===== src/rtl/msicap_pkg.sv =====
`timescale 1ns/1ps
package msicap_pkg;
  // one-hot register select inside the window
  typedef struct packed {
    logic ctl;
    logic alo;
    logic ahi;
    logic dat;
    logic msk;
    logic pnd;
  } regsel_t;

  // window length in dwords for an option set
  function automatic int unsigned cap_dwords(bit a64, bit pvm);
    return 3 + (a64 ? 1 : 0) + (pvm ? 2 : 0);
  endfunction
endpackage


===== src/rtl/msicap_decode.sv =====
`timescale 1ns/1ps
module msicap_decode
  import msicap_pkg::*;
#(
  parameter int unsigned CAP_BASE = 'h50,
  parameter bit          ADDR64   = 1'b1,
  parameter bit          PV_MASK  = 1'b1
) (
  input  logic [5:0] dwaddr,
  output logic       hit,
  output regsel_t    sel
);
  localparam logic [6:0] BASE_DW = 7'(CAP_BASE >> 2);
  localparam logic [6:0] NDW     = 7'(cap_dwords(ADDR64, PV_MASK));
  localparam logic [6:0] DAT_DW  = ADDR64 ? 7'd3 : 7'd2;

  logic [6:0] rel;

  always_comb begin
    rel     = {1'b0, dwaddr} - BASE_DW;
    hit     = (rel < NDW);
    sel.ctl = hit && (rel == 7'd0);
    sel.alo = hit && (rel == 7'd1);
    sel.ahi = hit && ADDR64 && (rel == 7'd2);
    sel.dat = hit && (rel == DAT_DW);
    sel.msk = hit && PV_MASK && (rel == DAT_DW + 7'd1);
    sel.pnd = hit && PV_MASK && (rel == DAT_DW + 7'd2);
  end
endmodule


===== src/rtl/msicap_ctrl.sv =====
`timescale 1ns/1ps
module msicap_ctrl #(
  parameter logic [2:0] MMC = 3'd3
) (
  input  logic       clk,
  input  logic       rst_n,
  input  logic       wr_hit,
  input  logic       wr_ctl,
  input  logic       wr_en_bit,
  input  logic [2:0] wr_mme,
  output logic       en_q,
  output logic [2:0] mme_q,
  output logic [2:0] mme_next,
  output logic       drop_req,
  output logic       intx_pulse
);
  logic       en_next;
  logic [2:0] mme_raw;

  always_comb begin
    en_next  = wr_ctl ? wr_en_bit : en_q;
    mme_raw  = wr_ctl ? wr_mme : mme_q;
    drop_req = wr_hit && en_next;
    mme_next = (drop_req && (mme_raw > MMC)) ? MMC : mme_raw;
  end

  always_ff @(posedge clk) begin
    if (!rst_n) begin
      en_q       <= 1'b0;
      mme_q      <= 3'd0;
      intx_pulse <= 1'b0;
    end else begin
      en_q       <= en_next;
      mme_q      <= mme_next;
      intx_pulse <= drop_req;
    end
  end


  clamp_hold_chk: assert property (@(posedge clk) disable iff (!rst_n)
    en_q |-> (mme_q <= MMC));


  intx_en_chk: assert property (@(posedge clk) disable iff (!rst_n)
    intx_pulse |-> en_q);


  intx_src_chk: assert property (@(posedge clk) disable iff (!rst_n)
    !wr_hit |=> !intx_pulse);
endmodule


===== src/rtl/msicap_vecbits.sv =====
`timescale 1ns/1ps
module msicap_vecbits #(
  parameter int unsigned NUM_VEC = 8,
  parameter bit          PV_MASK = 1'b1
) (
  input  logic               clk,
  input  logic               rst_n,
  input  logic               wr_msk,
  input  logic [3:0]         be,
  input  logic [NUM_VEC-1:0] wbits,
  input  logic [NUM_VEC-1:0] pend_set,
  input  logic [NUM_VEC-1:0] pend_clr,
  input  logic               drop_req,
  input  logic [2:0]         mme_next,
  output logic [NUM_VEC-1:0] mask_q,
  output logic [NUM_VEC-1:0] pend_q
);
  logic [NUM_VEC-1:0] keep;

  always_comb begin
    for (int i = 0; i < NUM_VEC; i++)
      keep[i] = ((32'(i) >> mme_next) == 32'd0);
  end

  if (PV_MASK) begin : g_mask
    always_ff @(posedge clk) begin
      if (!rst_n) begin
        mask_q <= '0;
        pend_q <= '0;
      end else begin
        for (int i = 0; i < NUM_VEC; i++)
          if (wr_msk && be[i/8]) mask_q[i] <= wbits[i];
        pend_q <= ((pend_q | pend_set) & ~pend_clr) & (drop_req ? keep : '1);
      end
    end


    pend_set_chk: assert property (@(posedge clk) disable iff (!rst_n)
      (pend_set[0] && !pend_clr[0]) |=> pend_q[0]);


    pend_clr_chk: assert property (@(posedge clk) disable iff (!rst_n)
      pend_clr[0] |=> !pend_q[0]);
  end else begin : g_nomask
    assign mask_q = '0;
    assign pend_q = '0;
  end
endmodule


===== src/rtl/msicap_regs.sv =====
`timescale 1ns/1ps
module msicap_regs
  import msicap_pkg::*;
#(
  parameter int unsigned NUM_VEC  = 8,
  parameter bit          ADDR64   = 1'b1,
  parameter bit          PV_MASK  = 1'b1,
  parameter int unsigned CAP_BASE = 'h50
) (
  input  logic               clk,
  input  logic               rst_n,
  input  logic [5:0]         cfg_dwaddr,
  input  logic               cfg_wr,
  input  logic [3:0]         cfg_be,
  input  logic [31:0]        cfg_wdata,
  output logic [31:0]        cfg_rdata,
  input  logic [NUM_VEC-1:0] pend_set,
  input  logic [NUM_VEC-1:0] pend_clr,
  output logic               msi_en,
  output logic [2:0]         msi_vec_log2,
  output logic [63:0]        msi_addr,
  output logic [15:0]        msi_data,
  output logic [NUM_VEC-1:0] msi_mask,
  output logic [NUM_VEC-1:0] msi_pend,
  output logic               intx_deassert
);
  localparam logic [2:0] MMC = 3'($clog2(NUM_VEC));

  logic        hit, wr_hit, drop_req;
  regsel_t     sel;
  logic [2:0]  mme_next;
  logic [31:0] alo_q, ahi_q;
  logic [15:0] data_q;
  logic [15:0] ctl16;

  msicap_decode #(.CAP_BASE(CAP_BASE), .ADDR64(ADDR64), .PV_MASK(PV_MASK)) u_dec (
    .dwaddr(cfg_dwaddr), .hit(hit), .sel(sel));

  assign wr_hit = cfg_wr && hit;

  msicap_ctrl #(.MMC(MMC)) u_ctl (
    .clk(clk), .rst_n(rst_n), .wr_hit(wr_hit),
    .wr_ctl(wr_hit && sel.ctl && cfg_be[2]),
    .wr_en_bit(cfg_wdata[16]), .wr_mme(cfg_wdata[22:20]),
    .en_q(msi_en), .mme_q(msi_vec_log2), .mme_next(mme_next),
    .drop_req(drop_req), .intx_pulse(intx_deassert));

  msicap_vecbits #(.NUM_VEC(NUM_VEC), .PV_MASK(PV_MASK)) u_vec (
    .clk(clk), .rst_n(rst_n), .wr_msk(wr_hit && sel.msk), .be(cfg_be),
    .wbits(cfg_wdata[NUM_VEC-1:0]), .pend_set(pend_set), .pend_clr(pend_clr),
    .drop_req(drop_req), .mme_next(mme_next),
    .mask_q(msi_mask), .pend_q(msi_pend));

  // address and data words, merged per byte lane
  always_ff @(posedge clk) begin
    if (!rst_n) begin
      alo_q  <= '0;
      data_q <= '0;
    end else begin
      for (int b = 0; b < 4; b++)
        if (wr_hit && sel.alo && cfg_be[b])
          alo_q[8*b +: 8] <= cfg_wdata[8*b +: 8] & ((b == 0) ? 8'hFC : 8'hFF);
      for (int b = 0; b < 2; b++)
        if (wr_hit && sel.dat && cfg_be[b])
          data_q[8*b +: 8] <= cfg_wdata[8*b +: 8];
    end
  end

  if (ADDR64) begin : g_hi
    always_ff @(posedge clk) begin
      if (!rst_n) ahi_q <= '0;
      else
        for (int b = 0; b < 4; b++)
          if (wr_hit && sel.ahi && cfg_be[b]) ahi_q[8*b +: 8] <= cfg_wdata[8*b +: 8];
    end
  end else begin : g_lo_only
    assign ahi_q = '0;
  end

  assign msi_addr = {ahi_q, alo_q};
  assign msi_data = data_q;

  always_comb begin
    ctl16 = {7'd0, PV_MASK, ADDR64, msi_vec_log2, MMC, msi_en};
    if (sel.ctl)      cfg_rdata = {ctl16, 16'h0000};
    else if (sel.alo) cfg_rdata = alo_q;
    else if (sel.ahi) cfg_rdata = ahi_q;
    else if (sel.dat) cfg_rdata = {16'h0000, data_q};
    else if (sel.msk) cfg_rdata = 32'(msi_mask);
    else if (sel.pnd) cfg_rdata = 32'(msi_pend);
    else              cfg_rdata = '0;
  end

  // pending bits that the current enabled count keeps
  logic [NUM_VEC-1:0] keep_now;
  always_comb begin
    for (int i = 0; i < NUM_VEC; i++)
      keep_now[i] = ((32'(i) >> msi_vec_log2) == 32'd0);
  end


  drop_chk: assert property (@(posedge clk) disable iff (!rst_n)
    intx_deassert |-> ((msi_pend & ~keep_now) == '0));


  outside_quiet_chk: assert property (@(posedge clk) disable iff (!rst_n)
    (cfg_wr && !hit) |=> ($stable(alo_q) && $stable(data_q) && $stable(msi_en)
                          && $stable(msi_mask)));


  alo_low_chk: assert property (@(posedge clk) disable iff (!rst_n)
    sel.alo |-> (cfg_rdata[1:0] == 2'b00));
endmodule


===== config.mk =====
export PLATFORM = sky130hd
export DESIGN_NAME = msicap_regs
export DESIGN_NICKNAME = d
export VERILOG_FILES = /design/src/rtl/msicap_pkg.sv /design/src/rtl/msicap_decode.sv /design/src/rtl/msicap_ctrl.sv /design/src/rtl/msicap_vecbits.sv /design/src/rtl/msicap_regs.sv
export SDC_FILE = /design/constraint.sdc
export NUM_CORES = 1
export LEC_CHECK = 0
export ABC_AREA = 1
export BUFFER_PORTS_ARGS = -buffer_cell sky130_fd_sc_hd__buf_2
export CAP_MARGIN = 15
export CORE_MARGIN = 2
export CORE_UTILIZATION = 48
export DETAILED_ROUTE_END_ITERATION = 10
export MAX_ROUTING_LAYER = met4
export PLACE_DENSITY_LB_ADDON = 0.2
export SETUP_SLACK_MARGIN = 0.5
export SLEW_MARGIN = 30
export SYNTH_ARGS = -nofsm -noshare
export SYNTH_HDL_FRONTEND = slang
export SYNTH_SLANG_ARGS = --single-unit

===== constraint.sdc =====
create_clock -name clk -period 2.5 [get_ports clk]
set_input_delay 0.125 -clock clk [delete_from_list [all_inputs] [get_ports clk]]
set_output_delay 0.125 -clock clk [all_outputs]
set_load 0.005 [all_outputs]

==> results of run 1 <==
[cell usage in the layout, fill, tap and decap left out, types with 2 or more instances in the layout]
cell type        n
buf_2          191
nor2_1         115
dfxtp_1         99
nand2_1         92
inv_1           56
a211oi_1        45
o21ai_0         33
nand3_1         16
a21oi_1         16
inv_2           11
nor3_1           9
clkbuf_8         9
o21ai_1          8
o221ai_1         8
buf_4            8
nor2_2           7
nand3_2          7
o22ai_1          7
dlygate4sd3_1    7
a22o_1           6
nor3_4           5
a211oi_2         5
nand2_2          4
nor2_4           4
ha_1             4
nand2_4          3
clkinv_4         3
inv_4            2
nor4_1           2
a21oi_2          2
conb_1           2
clkinvlp_4       2
[per-stage QoR]
stage	total power, mW	worst slack [ps]
global route	2.86	505
CTS	2.77	501
detailed placement	1.83	286
finish	2.76	634
floorplan	1.73	686
global placement	1.82	370
[final timing paths]
check / depth (start not counted) / slack, ps / endpoint / startpoint
setup / recovery: 14 / 630 / cfg_rdata[5] / cfg_dwaddr[2]
hold / removal: 3 / 20 / ahi_q[1] / cfg_wdata[1]
setup reg to reg: 7 / 1040 / u_vec.pend_q[6] / u_ctl.mme_q[2]
hold reg to reg: 2 / 490 / ahi_q[19] / ahi_q[19]
[area by class of cell]
class,instances,area (um2),share of cell area [%]
Inverter,70,275,4.61
Clock buffer,10,128,2.14
Clock inverter,6,50.0,0.839
Timing Repair Buffer,208,1120,18.7
Sequential cell,99,1980,33.2
Multi-Input combinational cell,410,2250,37.8
Tap cell,129,161,2.71
[timing repair]
item | 4_1_cts | 5_1_grt
resized for setup | 3 | 16
hold buffers | 7 | 0
endpoints found under the setup margin | 25 | 14
hold endpoints to repair | 7 | 0
cloned | 0 | 0
buffers inserted | 0 | 2
pin swaps | 0 | 8
[cells in the mapped netlist (7+ instances only)]
cell type  instances  area [um2]
a211oi_1          45         338
dfxtp_1           99        1980
o21ai_0           33         165
nand2_1           93         349
nor2_2             7        43.8
inv_2             12        45.0
o21ai_1            8        40.0
inv_1             58         218
a21oi_1           16        80.1
nand3_1           20         100
o221ai_1           8        70.1
nor2_1           115         432
nor3_1             9        45.0
o22ai_1            7        43.8
clkbuf_1          13        48.8
buf_4              7        52.6
buf_2              7        35.0
[power by group through the flow]
| stage | registers [mW] | logic [mW] | clock network, mW |
|---|---|---|---|
| after floorplan | 1.63 | 0.106 | 0 |
| after global placement | 1.63 | 0.196 | 0 |
| after detailed placement | 1.63 | 0.199 | 0 |
| after CTS | 1.59 | 0.209 | 0.968 |
| after global routing | 1.59 | 0.239 | 1.03 |
| final | 1.59 | 0.218 | 0.949 |
[logic make-up (layout without fill, tap and decap cells)]
logic type	count (synthesis)	after routing	share of synthesized area, %
AND/OR/NAND/NOR	269	269	26.6
AO/OA/AOI/OAI	134	134	19.7
flip-flops	99	99	43.2
buffers and inverters	99	294	9.03
adder cells (fa/ha/maj)	5	5	1.36
other	1	2	0.0818
[per-layer routing]
layer  vias to the layer above  wire, um  track usage [%]
li1                       2402         -                -
met1                      2183      6000             34.1
met2                       173      6610             43.5
met3                        18       845             3.80
met4                         0       221             8.42
met5                         -         0                -
[flip-flops by register name (all words and copies together) (netlist names)]
signal	flops
u_ctl.intx_pulse	1
msi_data	16
u_ctl.en_q	1
ahi_q	32
u_ctl.mme_q	3
u_vec.mask_q	8
alo_q	30
u_vec.pend_q	8
[worst min-delay path, delay by kind of cell]
family / cells / cell delay (ps)
buffers and inverters: 1 / 100
AND/OR/NAND/NOR: 2 / 130
==> results.json, run 1 <==
{
  "fillers": 835,
  "arrival_ps": 1740,
  "synth-edff-count": 0,
  "synthFlopType": "dfxtp_1",
  "vias_per_cell": 5.12,
  "holdWs_ps": 21.5,
  "antenna_found_initial": 0,
  "finalNonFillerCells": 932,
  "async_flop_share_pct": 0,
  "numCtsBuffers": 9,
  "grt_max_degree": 38,
  "core_um2": 9240,
  "drc_errors": 0,
  "clkTransAtPathRegs_ps": 100,
  "maxCapViolCount": 0,
  "power.density_nw_per_um2": 463,
  "dp.cells": 907,
  "grt_pass1_vias": 4374,
  "outcome": "completed",
  "drive_gt1_share_pct": 33.6,
  "ioPinCount": 194,
  "gp_congestion": 0.880,
  "dr_total_vias": 4776,
  "crit_path_end_kind": "output port",
  "routed_wl_um": 13700,
  "final_cell_area_um2": 5970,
  "die_w_um": 102,
  "pwr-share-seq_pct": 57.7,
  "yosysWarnings": 0,
  "start_util_pct": 49.6,
  "finish.utilization_pct": 64.6,
  "path_max_fanout": 16,
  "crit_path_start_kind": "input port",
  "worstSkewPairLatency_ps": 350,
  "num_rows": 35,
  "cts_tree": "built",
  "worstPathRequired_ps": 2380,
  "timing.slew.headroom_pct": 49.6,
  "worstMarginPinSlew_ps": 755,
  "synthesis.area_um2": 4590,
  "power_frac_comb_pct": 7.9,
  "overflow": 0,
  "drtAntennaViolNets": 0,
  "max_freq_mhz": 536,
  "initialDrtViolationCount": 239,
  "rsz0062_at_grt": "no",
  "path_cells": "buf_2 > inv_4 > ha_4 > nand2_2 > inv_2 > nand3_2 > nor2_4 > nand2_4 > inv_8 > nand2_1 > nand3_2 > o22ai_1 > nor2_1 > buf_2",
  "p_leak_nw": 3.05,
  "skew_ps": 8.38,
  "critPathTopFamily": "simple AND/OR/NAND/NOR gates",
  "die_y_um": 102,
  "crit_slowest_cell": "ha_4",
  "fin_crit_ps": 1870,
  "clockRootBuffer": "clkbuf_8",
  "drv_slew": 0,
  "io_buffers": 191,
  "finalSetupTns_ps": 0,
  "hp-class": "in2reg",
  "clock-sinks": 99,
  "timing.final.crit_share_pct": 74.7,
  "netlist_instances": 607,
  "p_sw_share_pct": 26.1,
  "seq_area_frac_synth_pct": 43.2,
  "max_stage_delay_ps": 250,
  "p_sw_uw": 720,
  "dp_hpwl_um": 10200,
  "crit_type": "in2out",
  "setup_viol": 0,
  "grt_pass1_wl_um": 21000,
  "crit_buf_inv": 5,
  "wl_per_cell_um": 14.7,
  "die-area_um2": 10400,
  "areaGrowthSynthToFinish_pct": 30.1,
  "ys_ff_latch": 99,
  "cts.htree.levels": 3,
  "drt-pass1-iter-count": 5,
  "placed_area_um2": 5620,
  "ys_types": 40,
  "clkPwrFrac_pct": 34.4,
  "grt_usage_pct": 26.6,
  "syn_avg_cell_area_um2": 7.56,
  "final_nets": 864,
  "vdd_drop_max_v": 0.000309,
  "antenna_cells": 0,
  "hold_viol_final": 0,
  "cts_buffer_depth": 2,
  "p_int_mw": 2.04
}
No activity file was read; power rests on OpenSTA's default activity.
==> run 2, diff against run 1 <==
CORE_UTILIZATION = 43   (was 48)
clock period = 1.65 ns   (was 2.5 ns; I/O delays follow)
==> results.json, run 2 (synthesis gave the netlist of run 1 again) <==
{
  "maxCapViolCount": 0,
  "antenna_cells": 0,
  "clockRootBuffer": "clkbuf_8",
  "final_nets": 974,
  "core_um2": 10300,
  "worst_slack_ps": -200,
  "antenna_found_initial": 0,
  "dr_total_vias": 5730,
  "overflow": 0,
  "start_util_pct": 44.4,
  "timing.final.crit_share_pct": 112,
  "placed_area_um2": 6290,
  "cts.htree.levels": 3,
  "drv_slew": 0,
  "fin_crit_ps": 1850,
  "pwr-share-seq_pct": 54.5,
  "largest_reg_flops": 32,
  "routed_wl_um": 18800,
  "areaGrowthSynthToFinish_pct": 76.8,
  "critPathMostFrequentCell": "nand2_2",
  "max_stage_delay_ps": 150,
  "power_frac_comb_pct": 12.0,
  "clkPwrFrac_pct": 33.5,
  "hold_viol_final": 0,
  "vias_per_cell": 5.46,
  "p_leak_nw": 3.87,
  "final_common_cell": "buf_2",
  "finalNonFillerCells": 1049,
  "drtAntennaViolNets": 0,
  "dp_hpwl_um": 11200,
  "arrival_ps": 1770,
  "grt_pass1_vias": 5396,
  "hp-class": "in2reg",
  "cts_buffer_depth": 2,
  "violations": "negative setup slack",
  "skew_ps": 9.09,
  "initialDrtViolationCount": 410,
  "crit_type": "in2out",
  "crit_path_end_kind": "output port",
  "outcome": "complete, but fails checks",
  "grt_max_degree": 47,
  "drt-pass1-iter-count": 5,
  "vdd_drop_max_v": 0.000435,
  "place_ws_ps": -317,
  "die_y_um": 107,
  "drc_errors": 0,
  "cts_tree": "built",
  "ioPinCount": 194,
  "clock-sinks": 99,
  "regMostFlops": "ahi_q",
  "worstPathRequired_ps": 1570,
  "timing.slew.headroom_pct": 65.9,
  "p_sw_share_pct": 27.8,
  "grt_pass1_wl_um": 26700,
  "clkTransAtPathRegs_ps": 100,
  "max_freq_mhz": 541,
  "final_cell_mix": "buf_2 (187), dfxtp_1 (99), nor2_1 (90)",
  "rsz0062_at_grt": "yes",
  "num_rows": 37,
  "worstSkewPairLatency_ps": 370,
  "die_w_um": 107,
  "crit_slowest_cell": "nor2_4",
  "p_sw_mw": 1.23,
  "grt_usage_pct": 30.4,
  "numCtsBuffers": 9,
  "dp.cells": 963,
  "final_cell_area_um2": 8110,
  "worstMarginPinSlew_ps": 511,
  "die-area_um2": 11500,
  "path_max_fanout": 6,
  "io_buffers": 191,
  "crit_path_start_kind": "input port",
  "path_cells": "buf_8 > inv_8 > ha_4 > inv_2 > nand2_2 > nand2_2 > nor2_4 > nand2_4 > buf_6 > nor2_4 > buf_12 > buf_8 > nand2_2 > nand2_2 > o22ai_2 > nor2_1 > buf_2",
  "drive_gt1_share_pct": 54.5,
  "setup_viol": 81,
  "wl_per_cell_um": 17.9,
  "gp_congestion": 0.882,
  "fillers": 663,
  "power.density_nw_per_um2": 547,
  "p_int_mw": 3.20
}
==> run 2: cell count changes in the layout (fill, tap and decap cells not counted), sizes merged <==
cell	previous run	this run
dlygate4sd3	7	22
nand2	99	100
buf	201	292
clkinv	3	6
==> run 2: routing by layer <==
| metal | global-route usage, % | wire length, um | part of all wire (%) | up-vias |
|---|---|---|---|---|
| met5 | - | 0 | 0 | - |
| met4 | 12.0 | 504 | 2.7 | 0 |
| met3 | 5.63 | 1250 | 6.7 | 46 |
| met2 | 50.7 | 9590 | 51 | 278 |
| met1 | 36.4 | 7410 | 40 | 2781 |
| li1 | - | - | - | 2625 |
==> run 2: worst paths after layout <==
kind                                     from              end  slack (ps)  cells after the start
worst max-delay path            cfg_dwaddr[2]     cfg_rdata[6]        -200                     17
worst min-delay path            cfg_wdata[17]        ahi_q[17]          20                      3
worst max register to register     u_ctl.en_q  u_vec.pend_q[1]         270                      7
worst min register to register      alo_q[21]        alo_q[21]         500                      2
==> run 2: power by group through the flow <==
stage	registers, mW	clock network (mW)	logic (mW)
final	2.42	1.49	0.534
after global routing	2.42	1.61	0.566
after CTS	2.41	1.49	0.478
after detailed placement	2.47	0	0.365
after global placement	2.47	0	0.355
after floorplan	2.47	0	0.179
==> run 2: cell type report <==
type | count | area, um2 | area share, %
Inverter | 70 | 332 | 4.09
Timing Repair inverter | 2 | 13.8 | 0.170
Tap cell | 136 | 170 | 2.10
Clock buffer | 9 | 124 | 1.53
Timing Repair Buffer | 315 | 2420 | 29.8
Clock inverter | 7 | 58.8 | 0.725
Multi-Input combinational cell | 411 | 3010 | 37.2
Sequential cell | 99 | 1980 | 24.4
==> run 2: what timing repair did <==
item	in CTS	in global routing
gates cloned	6	2
gates resized for setup	161	95
setup endpoints to repair	129	130
buffers inserted	20	20
hold buffers	22	0
pin swaps	15	33
endpoints found under the hold margin	33	0
==> run 2: critical path: cells and delay by family <==
kind,cells,cell delay [ps]
AND/OR/NAND/NOR,8,740
buffers and inverters,7,700
adder cells (fa/ha/maj),1,140
AO/OA/AOI/OAI,1,70
==> run 2: through the flow <==
stage | hold WS, ps | total power [mW] | util (%) | TNS, ps
floorplan | 162 | 2.65 | - | 0
global placement | 253 | 2.82 | 60.9 | -19070
global route | 11.6 | 4.59 | 78.5 | -14420
finish | 21.3 | 4.44 | 78.5 | -8630
CTS | 0.193 | 4.39 | 73.3 | -930
detailed placement | 254 | 2.83 | 60.9 | -25940
==> run 3, diff against run 2 <==
CORE_UTILIZATION = 45   (was 43)
CTS_BUF_LIST = sky130_fd_sc_hd__clkbuf_8   (was default)
GPL_ROUTABILITY_DRIVEN = 0   (was default)
SYNTH_HIERARCHICAL = 1   (was default)
==> results.json, run 3 <==
{
  "outcome": "complete, but fails checks",
  "violations": "negative hold slack, negative setup slack",
  "cp-endpoint": "cfg_rdata[11]",
  "largest_reg_flops": 32,
  "synth-edff-count": 0,
  "grt_max_degree": 80,
  "ys_ff_latch": 99,
  "drc_errors": 0,
  "finalNonFillerCells": 1099,
  "overflow": 0,
  "syn_avg_cell_area_um2": 6.79,
  "seq_area_frac_synth_pct": 42.3,
  "synth_area_leaders": "dfxtp_1 (42%), nor2_1 (15%), o21ai_0 (11%)",
  "power.density_nw_per_um2": 587,
  "io_buffers": 191,
  "vias_per_cell": 5.45,
  "finish.utilization_pct": 77.6,
  "hold_viol_final": 1,
  "clock-sinks": 99,
  "yosysTopAreaCell": "dfxtp_1",
  "setup_viol": 77,
  "final_cell_mix": "buf_2 (190), nor2_1 (129), dfxtp_1 (98)",
  "drv_slew": 0,
  "clkTransAtPathRegs_ps": 90,
  "startpoint": "cfg_dwaddr[3]",
  "grt_usage_pct": 30.0,
  "timing.final.crit_share_pct": 115,
  "crit_type": "in2out",
  "numCtsBuffers": 9,
  "max_freq_mhz": 526,
  "synthFlopType": "dfxtp_1",
  "num_rows": 37,
  "fin_crit_ps": 1900,
  "place_ws_ps": -700,
  "synth_common_cells": "nor2_1 (191), o21ai_0 (101), dfxtp_1 (99)",
  "timing.rr.start": "u_ctl/mme_q[0]",
  "ys_types": 28,
  "vdd_drop_max_v": 0.000448,
  "areaGrowthSynthToFinish_pct": 69.5,
  "ioPinCount": 194,
  "drt-pass1-iter-count": 5,
  "cts.htree.levels": 3,
  "start_util_pct": 45.8,
  "hp-start": "pend_set[0]",
  "skew_ps": 9.78,
  "p_leak_nw": 3.72,
  "dr_total_vias": 5990,
  "synthesis.area_um2": 4690,
  "hp-class": "in2reg",
  "yosysWarnings": 6,
  "reg2regPathDepth": 8,
  "grt_pass1_vias": 5346,
  "final_nets": 1028,
  "rsz0062_at_grt": "yes",
  "timing.slew.headroom_pct": 53.4,
  "path_max_fanout": 5,
  "worstSkewPairLatency_ps": 360,
  "routed_wl_um": 18500,
  "grt_pass1_wl_um": 26300,
  "drtAntennaViolNets": 0,
  "maxCapViolCount": 0,
  "die_y_um": 106,
  "core_um2": 10200,
  "cts_tree": "built",
  "crit_path_start_kind": "input port",
  "crit_path_end_kind": "output port",
  "power_mw": 4.66,
  "synth_most_common_cell": "nor2_1",
  "synth_top_area_share_pct": 42.3,
  "final_common_cell": "buf_2",
  "drive_gt1_share_pct": 50.4,
  "wl_per_cell_um": 16.8,
  "r2r_end": "u_vec/pend_q[6]",
  "worstPathRequired_ps": 1570,
  "regToRegSetupSlack_ps": 260,
  "netlist_instances": 690,
  "holdWs_ps": -13.4,
  "dp.cells": 1030,
  "arrival_ps": 1820,
  "cts_buffer_depth": 2,
  "worstMarginPinSlew_ps": 699,
  "die_w_um": 106,
  "antenna_cells": 0,
  "dp_hpwl_um": 11300,
  "async_flop_share_pct": 0,
  "initialDrtViolationCount": 515,
  "clockRootBuffer": "clkbuf_8",
  "antenna_found_initial": 0,
  "die-area_um2": 11200,
  "regMostFlops": "ahi_q",
  "worst_slack_ps": -250
}
run 3: cells by family (layout without fill, tap and decap cells):
family | count (synthesis) | count (layout) | share of synthesized area (%)
and+or+nand+nor | 353 | 362 | 32.2
AOI/OAI and AO/OA | 155 | 155 | 16.7
DFF | 99 | 99 | 42.3
buffers and inverters | 75 | 338 | 6.78
adders and majority gates | 7 | 7 | 1.87
other | 1 | 2 | 0.0800
run 3: metrics by stage:
stage / instance area (um2) / setup TNS (ps)
after floorplan: 4800 / -2220
after global placement: 6110 / -40400
after detailed placement: 6110 / -47330
after CTS: 7280 / -6070
after global routing: 7940 / -20240
final: 7940 / -8500
run 3: critical path: stages:
cell	delay [ps]
buf_12	90
inv_12	30
ha_4	250
nand2_2	50
nor2_4	120
nand3_4	100
buf_6	140
nor2_2	100
buf_6	120
buf_4	100
nand2_1	80
clkinv_4	120
clkbuf_16	160
nand2_1	40
o21ai_0	80
buf_2	140
run 3: worst min path at each step:
stage / slack [ps] / end / cells past startpoint
floorplan: 150 / u_vec/pend_q[0] / 1
global placement: 250 / u_vec/pend_q[0] / 2
detailed placement: 260 / u_vec/pend_q[0] / 2
CTS: 5 / ahi_q[16] / 3
global route: 20 / ahi_q[0] / 3
finish: -10 / u_vec/pend_q[0] / 3
run 3: layout make-up:
cell class	instances	area [um2]
multi-input cells	526	3330
repair buffers	276	1920
flip-flops and latches	99	1980
inverters	48	325
clock inverters	4	76.3
well taps	136	170
clock buffers	10	138
fillers	717	2290
run 3: timing repair:
action,in CTS,in global routing
hold endpoints to repair,38,0
pin swaps,42,67
setup endpoints to repair,130,131
setup buffers,13,2
hold buffers,27,0
cloned,8,6
resized for setup,182,146
run 3: report_power, final:
| part | switching [mW] | internal (mW) |
|---|---|---|
| clock network | 0.834 | 0.883 |
| registers | 0.0118 | 2.40 |
| logic | 0.299 | 0.237 |
| total | 1.14 | 3.52 |
run 3: per-layer routing:
layer,global-route usage (%),vias to the layer above,part of all wire [%]
li1,-,2782,-
met1,36.4,2789,38
met2,50.1,345,49
met3,4.84,74,8.4
met4,11.7,0,4.3
met5,-,-,0
